`src/rtl/nib_cpu_pkg.sv`:
```
package nib_cpu_pkg;

   typedef enum logic [2:0] {
      ST_FH   = 3'd0,
      ST_FL   = 3'd1,
      ST_DEC  = 3'd2,
      ST_EXE  = 3'd3,
      ST_MEM  = 3'd4,
      ST_HALT = 3'd5
   } seq_state_t;

   typedef enum logic [3:0] {
      OP_NOP0 = 4'h0,
      OP_LDM  = 4'h1,
      OP_LDI  = 4'h2,
      OP_STM  = 4'h3,
      OP_MOV  = 4'h4,
      OP_ADD  = 4'h5,
      OP_FADD = 4'h6,
      OP_OR   = 4'h7,
      OP_AND  = 4'h8,
      OP_XOR  = 4'h9,
      OP_ROR  = 4'hA,
      OP_JEQ  = 4'hB,
      OP_HLT  = 4'hC
   } opcode_t;

   typedef enum logic [2:0] {
      ALU_ADD = 3'd0,
      ALU_OR  = 3'd1,
      ALU_AND = 3'd2,
      ALU_XOR = 3'd3,
      ALU_ROR = 3'd4
   } alu_op_t;

endpackage

```
`src/rtl/nib_mem.sv`:
```
module nib_mem #(
   parameter int DW = 8,
   parameter int AW = 8
) (
   input  logic          clk,
   input  logic          pre_we,
   input  logic [AW-1:0] pre_addr,
   input  logic [DW-1:0] pre_wdata,
   input  logic          cpu_we,
   input  logic [AW-1:0] cpu_addr,
   input  logic [DW-1:0] cpu_wdata,
   output logic [DW-1:0] rdata
);
   localparam int DEPTH = 1 << AW;

   logic [DW-1:0] cells [DEPTH];

   always_ff @(posedge clk) begin
      if (pre_we) begin
         cells[pre_addr] <= pre_wdata;
      end else if (cpu_we) begin
         cells[cpu_addr] <= cpu_wdata;
      end
      rdata <= cells[cpu_addr];
   end
endmodule

```
`src/rtl/nib_regfile.sv`:
```
module nib_regfile #(
   parameter int DW   = 8,
   parameter int NREG = 16
) (
   input  logic                    clk,
   input  logic                    rst_n,
   input  logic                    we,
   input  logic [$clog2(NREG)-1:0] waddr,
   input  logic [DW-1:0]           wdata,
   input  logic [$clog2(NREG)-1:0] ra_addr,
   output logic [DW-1:0]           ra_data,
   input  logic [$clog2(NREG)-1:0] rb_addr,
   output logic [DW-1:0]           rb_data,
   input  logic [$clog2(NREG)-1:0] rd_addr,
   output logic [DW-1:0]           rd_data
);
   localparam int RSW = $clog2(NREG);

   logic [DW-1:0] bank [NREG];

   for (genvar i = 0; i < NREG; i++) begin : g_reg
      logic [DW-1:0] r_q;
      always_ff @(posedge clk or negedge rst_n) begin
         if (!rst_n) begin
            r_q <= '0;
         end else if (we && waddr == RSW'(i)) begin
            r_q <= wdata;
         end
      end
      assign bank[i] = r_q;
   end

   assign ra_data = bank[ra_addr];
   assign rb_data = bank[rb_addr];
   assign rd_data = bank[rd_addr];
endmodule

```
`src/rtl/nib_alu.sv`:
```
module nib_alu
   import nib_cpu_pkg::*;
#(
   parameter int DW       = 8,
   parameter int ROT_IMPL = 1
) (
   input  alu_op_t              op,
   input  logic [DW-1:0]        a,
   input  logic [DW-1:0]        b,
   input  logic [$clog2(DW)-1:0] amt,
   output logic [DW-1:0]        y
);
   localparam int LG = $clog2(DW);

   if ((1 << LG) != DW) begin : g_chk_pow2
      $error("nib_alu: DW must be a power of two");
   end

   logic [DW-1:0] rot_y;

   if (ROT_IMPL == 0) begin : g_rot_concat
      assign rot_y = DW'({a, a} >> amt);
   end else begin : g_rot_barrel
      logic [DW-1:0] stg [LG+1];
      assign stg[0] = a;
      for (genvar k = 0; k < LG; k++) begin : g_stage
         localparam int SH = 1 << k;
         assign stg[k+1] = amt[k] ? {stg[k][SH-1:0], stg[k][DW-1:SH]} : stg[k];
      end
      assign rot_y = stg[LG];
   end

   always_comb begin
      case (op)
         ALU_ADD: y = a + b;
         ALU_OR:  y = a | b;
         ALU_AND: y = a & b;
         ALU_XOR: y = a ^ b;
         ALU_ROR: y = rot_y;
         default: y = a;
      endcase
   end
endmodule

```
`src/rtl/nib_seq.sv`:
```
module nib_seq
   import nib_cpu_pkg::*;
#(
   parameter int DW = 8,
   parameter int AW = 8
) (
   input  logic          clk,
   input  logic          rst_n,
   input  logic [DW-1:0] mem_rdata,
   input  logic          jump_take,
   output seq_state_t    state,
   output logic [AW-1:0] pc,
   output logic [DW-1:0] ir_hi,
   output logic [DW-1:0] ir_lo
);
   logic [3:0] op;
   assign op = ir_hi[DW-1 -: 4];

   always_ff @(posedge clk or negedge rst_n) begin
      if (!rst_n) begin
         state <= ST_FH;
         pc    <= '0;
         ir_hi <= '0;
         ir_lo <= '0;
      end else begin
         case (state)
            ST_FH: state <= ST_FL;
            ST_FL: begin
               ir_hi <= mem_rdata;
               state <= ST_DEC;
            end
            ST_DEC: begin
               ir_lo <= mem_rdata;
               pc    <= pc + AW'(2);
               state <= ST_EXE;
            end
            ST_EXE: begin
               if (jump_take) begin
                  pc <= AW'(ir_lo);
               end
               if (op == OP_HLT) begin
                  state <= ST_HALT;
               end else if (op == OP_LDM || op == OP_STM) begin
                  state <= ST_MEM;
               end else begin
                  state <= ST_FH;
               end
            end
            ST_MEM:  state <= ST_FH;
            ST_HALT: state <= ST_HALT;
            default: state <= ST_FH;
         endcase
      end
   end
endmodule

```
`src/rtl/nib_cpu_core.sv`:
```
module nib_cpu_core
   import nib_cpu_pkg::*;
#(
   parameter int DW       = 8,
   parameter int AW       = 8,
   parameter int NREG     = 16,
   parameter int ROT_IMPL = 1
) (
   input  logic          clk,
   input  logic          rst_n,
   input  logic          pre_we,
   input  logic [7:0]    pre_addr,
   input  logic [7:0]    pre_data,
   input  logic [3:0]    dbg_sel,
   output logic [7:0]    dbg_data,
   output logic          halted,
   output logic [7:0]    fadd_a,
   output logic [7:0]    fadd_b,
   input  logic [7:0]    fadd_y
);
   localparam int IW  = 2 * DW;
   localparam int RSW = $clog2(NREG);
   localparam int OPW = 4;
   localparam int LG  = $clog2(DW);

   if (OPW + 3 * RSW != IW) begin : g_chk_fmt
      $error("nib_cpu_core: opcode plus three register fields must fill the instruction");
   end
   if (AW != DW) begin : g_chk_addr
      $error("nib_cpu_core: the byte operand must span the address space");
   end
   if (DW != 8 || RSW != 4) begin : g_chk_ports
      $error("nib_cpu_core: port widths assume 8-bit data and 16 registers");
   end

   seq_state_t    state;
   logic [AW-1:0] pc;
   logic [DW-1:0] ir_hi, ir_lo;
   logic [IW-1:0] ir;
   logic [DW-1:0] mem_rdata;
   logic [AW-1:0] mem_addr;
   logic          mem_we;
   logic          jump_take;

   logic [3:0]     op;
   logic [RSW-1:0] f_r, f_s, f_t;
   logic [DW-1:0]  f_xy;

   logic [RSW-1:0] ra_sel, rb_sel, rf_waddr;
   logic [DW-1:0]  ra_data, rb_data, rf_wdata, alu_y;
   logic           rf_we;
   alu_op_t        alu_op;

   assign ir   = {ir_hi, ir_lo};
   assign op   = ir[IW-1 -: OPW];
   assign f_r  = ir[3*RSW-1 -: RSW];
   assign f_s  = ir[2*RSW-1 -: RSW];
   assign f_t  = ir[RSW-1:0];
   assign f_xy = ir[DW-1:0];

   nib_seq #(.DW(DW), .AW(AW)) u_seq (
      .clk       (clk),
      .rst_n     (rst_n),
      .mem_rdata (mem_rdata),
      .jump_take (jump_take),
      .state     (state),
      .pc        (pc),
      .ir_hi     (ir_hi),
      .ir_lo     (ir_lo)
   );

   always_comb begin
      if (state == ST_EXE || state == ST_MEM) begin
         mem_addr = AW'(f_xy);
      end else if (state == ST_FL) begin
         mem_addr = pc + AW'(1);
      end else begin
         mem_addr = pc;
      end
   end

   assign mem_we = (state == ST_MEM) && (op == OP_STM);

   nib_mem #(.DW(DW), .AW(AW)) u_mem (
      .clk       (clk),
      .pre_we    (pre_we),
      .pre_addr  (AW'(pre_addr)),
      .pre_wdata (DW'(pre_data)),
      .cpu_we    (mem_we),
      .cpu_addr  (mem_addr),
      .cpu_wdata (ra_data),
      .rdata     (mem_rdata)
   );

   always_comb begin
      ra_sel = f_r;
      rb_sel = f_t;
      alu_op = ALU_ADD;
      case (op)
         OP_MOV, OP_ADD, OP_FADD: ra_sel = f_s;
         OP_OR:  begin ra_sel = f_s; alu_op = ALU_OR;  end
         OP_AND: begin ra_sel = f_s; alu_op = ALU_AND; end
         OP_XOR: begin ra_sel = f_s; alu_op = ALU_XOR; end
         OP_ROR: alu_op = ALU_ROR;
         OP_JEQ: rb_sel = '0;
         default: ;
      endcase
   end

   always_comb begin
      rf_we    = 1'b0;
      rf_waddr = f_r;
      rf_wdata = alu_y;
      if (state == ST_EXE) begin
         case (op)
            OP_LDI: begin rf_we = 1'b1; rf_wdata = f_xy; end
            OP_MOV: begin rf_we = 1'b1; rf_waddr = f_t; rf_wdata = ra_data; end
            OP_ADD, OP_OR, OP_AND, OP_XOR, OP_ROR: rf_we = 1'b1;
            OP_FADD: begin rf_we = 1'b1; rf_wdata = DW'(fadd_y); end
            default: ;
         endcase
      end else if (state == ST_MEM && op == OP_LDM) begin
         rf_we    = 1'b1;
         rf_wdata = mem_rdata;
      end
   end

   logic [DW-1:0] dbg_q;

   nib_regfile #(.DW(DW), .NREG(NREG)) u_rf (
      .clk     (clk),
      .rst_n   (rst_n),
      .we      (rf_we),
      .waddr   (rf_waddr),
      .wdata   (rf_wdata),
      .ra_addr (ra_sel),
      .ra_data (ra_data),
      .rb_addr (rb_sel),
      .rb_data (rb_data),
      .rd_addr (RSW'(dbg_sel)),
      .rd_data (dbg_q)
   );

   nib_alu #(.DW(DW), .ROT_IMPL(ROT_IMPL)) u_alu (
      .op  (alu_op),
      .a   (ra_data),
      .b   (rb_data),
      .amt (f_t[LG-1:0]),
      .y   (alu_y)
   );

   assign jump_take = (state == ST_EXE) && (op == OP_JEQ) && (ra_data == rb_data);
   assign halted    = (state == ST_HALT);
   assign dbg_data  = 8'(dbg_q);
   assign fadd_a    = 8'(ra_data);
   assign fadd_b    = 8'(rb_data);
endmodule

```
`config.mk`:
```
export PLATFORM = sky130hd
export DESIGN_NAME = nib_cpu_core
export DESIGN_NICKNAME = d
export VERILOG_FILES = /design/src/rtl/nib_cpu_pkg.sv /design/src/rtl/nib_mem.sv /design/src/rtl/nib_regfile.sv /design/src/rtl/nib_alu.sv /design/src/rtl/nib_seq.sv /design/src/rtl/nib_cpu_core.sv
export SDC_FILE = /design/constraint.sdc
export NUM_CORES = 2
export LEC_CHECK = 0
export BUFFER_PORTS_ARGS = -buffer_cell sky130_fd_sc_hd__buf_2
export CORE_UTILIZATION = 30
export CTS_CLUSTER_DIAMETER = 100
export DETAILED_ROUTE_END_ITERATION = 10
export SKIP_CTS_REPAIR_TIMING = 1
export SLEW_MARGIN = 20
export SYNTH_ARGS = -nofsm -noshare
export SYNTH_HDL_FRONTEND = slang
export SYNTH_HIERARCHICAL = 1
export SYNTH_SLANG_ARGS = --single-unit
```
`constraint.sdc`:
```
create_clock -name clk -period 18.1 [get_ports clk]
set_input_delay 2.715 -clock clk [delete_from_list [all_inputs] [get_ports clk]]
set_output_delay 2.715 -clock clk [all_outputs]
set_load 0.01 [all_outputs]
```
==> flow_summary.yaml <==
worst_setup_path:
  startpoint_type: "flip-flop"
  path_max_fanout: 32
  crit_path_end_kind: "primary output"
  reg2reg_slack_ns: 10.67
  required_ns: 15.39
  criticalPathCategory: "reg -> out"
  crit_arrival_ns: 5.44
clock_tree:
  path_clk_slew_ns: 0.06
  clock-sinks: 2211
  cts_tree: "yes"
  htreeDepth: 4
  root_buffer: "clkbuf_16"
  numCtsBuffers: 217
  clk_latency_ns: 0.89
  clock_path_buffers: 3
synth:
  synthTopCellsByCount: "edfxtp_1, mux4_2, nor2_1, a22oi_1, nand2_1"
  ys_ff_latch: 2211
  synth_top_area_share_pct: 67.6
  post-synth-top-count-cell: "edfxtp_1"
  synth_area_leader_cell: "edfxtp_1"
  synth_cells: 4755
  synthTopCellsByArea: "edfxtp_1, mux4_2, dfrtp_1"
  synthArstFlopShare_pct: 7.01
  netlist_area_um2: 91000
  syn_nets: 4805
  avgSynthCellArea_um2: 19.1
  synth_edf_count: 2048
  synth_warnings: 6
  ys_types: 81
  synth-seq-area-share_pct: 72.1
  synth_ff_type: "edfxtp_1"
route:
  dr.pass1.iters: 5
  drt_iter0_drc: 5461
  ant_nets: 0
  viasPerCell: 5.32
  drc: 0
  wl_per_cell_um: 26.3
  wl_mm: 235
  vias: 47677
placement:
  pre_cts_slack_ns: 10.49
  dpl.hpwl_mm: 146
  routabilityCongestion: 0.845
  numPortBuffers: 55
  placed_area_um2: 95500
  placed_cells: 8550
layout:
  layout.nets: 4862
  syn_to_final_growth_pct: 13.0
  instances_no_fill: 8963
  seqCellArea_um2: 65500
  fill_cells: 28036
  drive_above_1_share_pct: 24.8
  fin_area_um2: 103000
  multiInputGateArea_um2: 23900
global_routing:
  grt_max_degree: 222
  overflow: 0
  grt_use_total_pct: 15.1
  grt_pass1_wl_mm: 342
  grt_pass1_vias: 47723
  grt_antenna_before_repair: 15
die:
  start_util_pct: 30.2
  fp.dieArea_um2: 305000
  fp-row-count: 201
  die_w_um: 553
  pin_count: 56
  core_um2: 301000
  die_y_um: 553
pwr:
  ir_drop_v: 0.000191
  cellPowerDensity_nw_per_um2: 186
  p_total_uw: 19100
  p_leak_uw: 0.0324
timing:
  final_max_slew_viol_count: 0
  worst_slack_ns: 9.94
  rsz0062_at_grt: "false"
  skew_ns: 0.0755
  min_period_ns: 8.16
  setup_viol: 0
  tightest_slew_ns: 1.24
  relSlewSlack_pct: 17.3
  finalHoldViolations: 0
  tns_ns: 0
  fmax_mhz: 123
  period_share_pct: 45.1
hold_path:
  hp-class: "reg -> reg"
flow_run:
  maxCapViolCount: 0
status:
  status: "finished clean"
-- where the power goes --
group / internal (µW) / switching (µW) / total [µW]
Sequential: 5740 / 236 / 5980
Combinational: 3510 / 5130 / 8640
Clock: 2560 / 1960 / 4520
-- per-stage QoR --
stage / hold WS [ns] / utilization (%)
finish: 0.536 / 34.2
global route: 0.574 / 34.2
CTS: 0.536 / 34.1
detailed placement: 0.521 / 31.7
global placement: 0.525 / 31.7
floorplan: 0.480 / -
-- cell usage in the layout (no fill, tap or decap), types with 51 or more instances in the layout --
| cell type | Yosys | routed |
|---|---|---|
| dfrtp_1 | 155 | 155 |
| a21oi_1 | 129 | 129 |
| buf_4 | 43 | 73 |
| mux4_2 | 550 | 550 |
| buf_2 | 70 | 53 |
| nand2_1 | 162 | 154 |
| mux2_2 | 139 | 139 |
| clkbuf_16 | 0 | 217 |
| edfxtp_1 | 2048 | 2048 |
| a22oi_1 | 187 | 187 |
| nor2_1 | 333 | 325 |
| mux2i_1 | 133 | 133 |
| clkinv_1 | 1 | 51 |
-- routing by layer --
metal / global-route usage [%] / vias to the layer above / wire length (µm)
li1: - / 19717 / -
met1: 21.1 / 25522 / 98800
met2: 23.8 / 2073 / 111000
met3: 2.97 / 363 / 19200
met4: 4.58 / 2 / 6700
met5: 0 / - / 20
-- critical path, cell delays in order (launching register included) --
cell,delay [ns]
dfrtp_1,0.62
nand2b_1,0.28
nor2_1,0.79
nor2_1,0.33
mux2_2,0.32
buf_4,0.54
mux4_2,0.60
a22oi_1,0.37
nand2_1,0.45
buf_2,0.29
-- final cells by class --
class	instances	share of cell area, %
inverter	29	0.106
multi-input combinational	2213	23.2
sequential	2211	63.8
antenna	6	0.0146
tap	3958	4.82
clock buffer	263	5.48
timing repair buffer	140	1.04
clock inverter	143	1.51
-- logic make-up (layout without fill, tap and decap cells) --
logic type | Yosys count | after routing | synth area share (%)
AOI/OAI and AO/OA | 595 | 595 | 4.53
xor gates and xnor gates | 15 | 15 | 0.144
adders and majority gates | 19 | 19 | 0.270
buffers and inverters | 331 | 575 | 1.99
DFF | 2211 | 2211 | 72.1
muxes | 842 | 842 | 17.2
other | 0 | 6 | 0
and+or+nand+nor | 742 | 742 | 3.83
-- final timing paths --
| path | start | to | depth (start not counted) |
|---|---|---|---|
| setup / recovery | u_seq/ir_hi[6] | fadd_a[5] | 9 |
| hold / removal | u_seq/ir_hi[0] | u_seq/ir_hi[0] | 1 |
| setup reg to reg | u_seq/ir_hi[6] | u_mem/cells[96][1] | 11 |
| hold reg to reg | u_seq/ir_hi[0] | u_seq/ir_hi[0] | 1 |
| max in group asynchronous | rst_n | u_seq/pc[3] | 2 |
| min in group asynchronous | rst_n | u_rf/g_reg[13].r_q[1] | 1 |
-- registers in the layout, summed over array words and instances, names as in the netlist --
name	flops
u_seq/state	3
u_mem/cells	2048
u_seq/ir_lo	8
u_mem/rdata	8
u_rf/g.r_q	128
u_seq/ir_hi	8
u_seq/pc	8
Note: power is estimated with default switching activity, not from simulation.
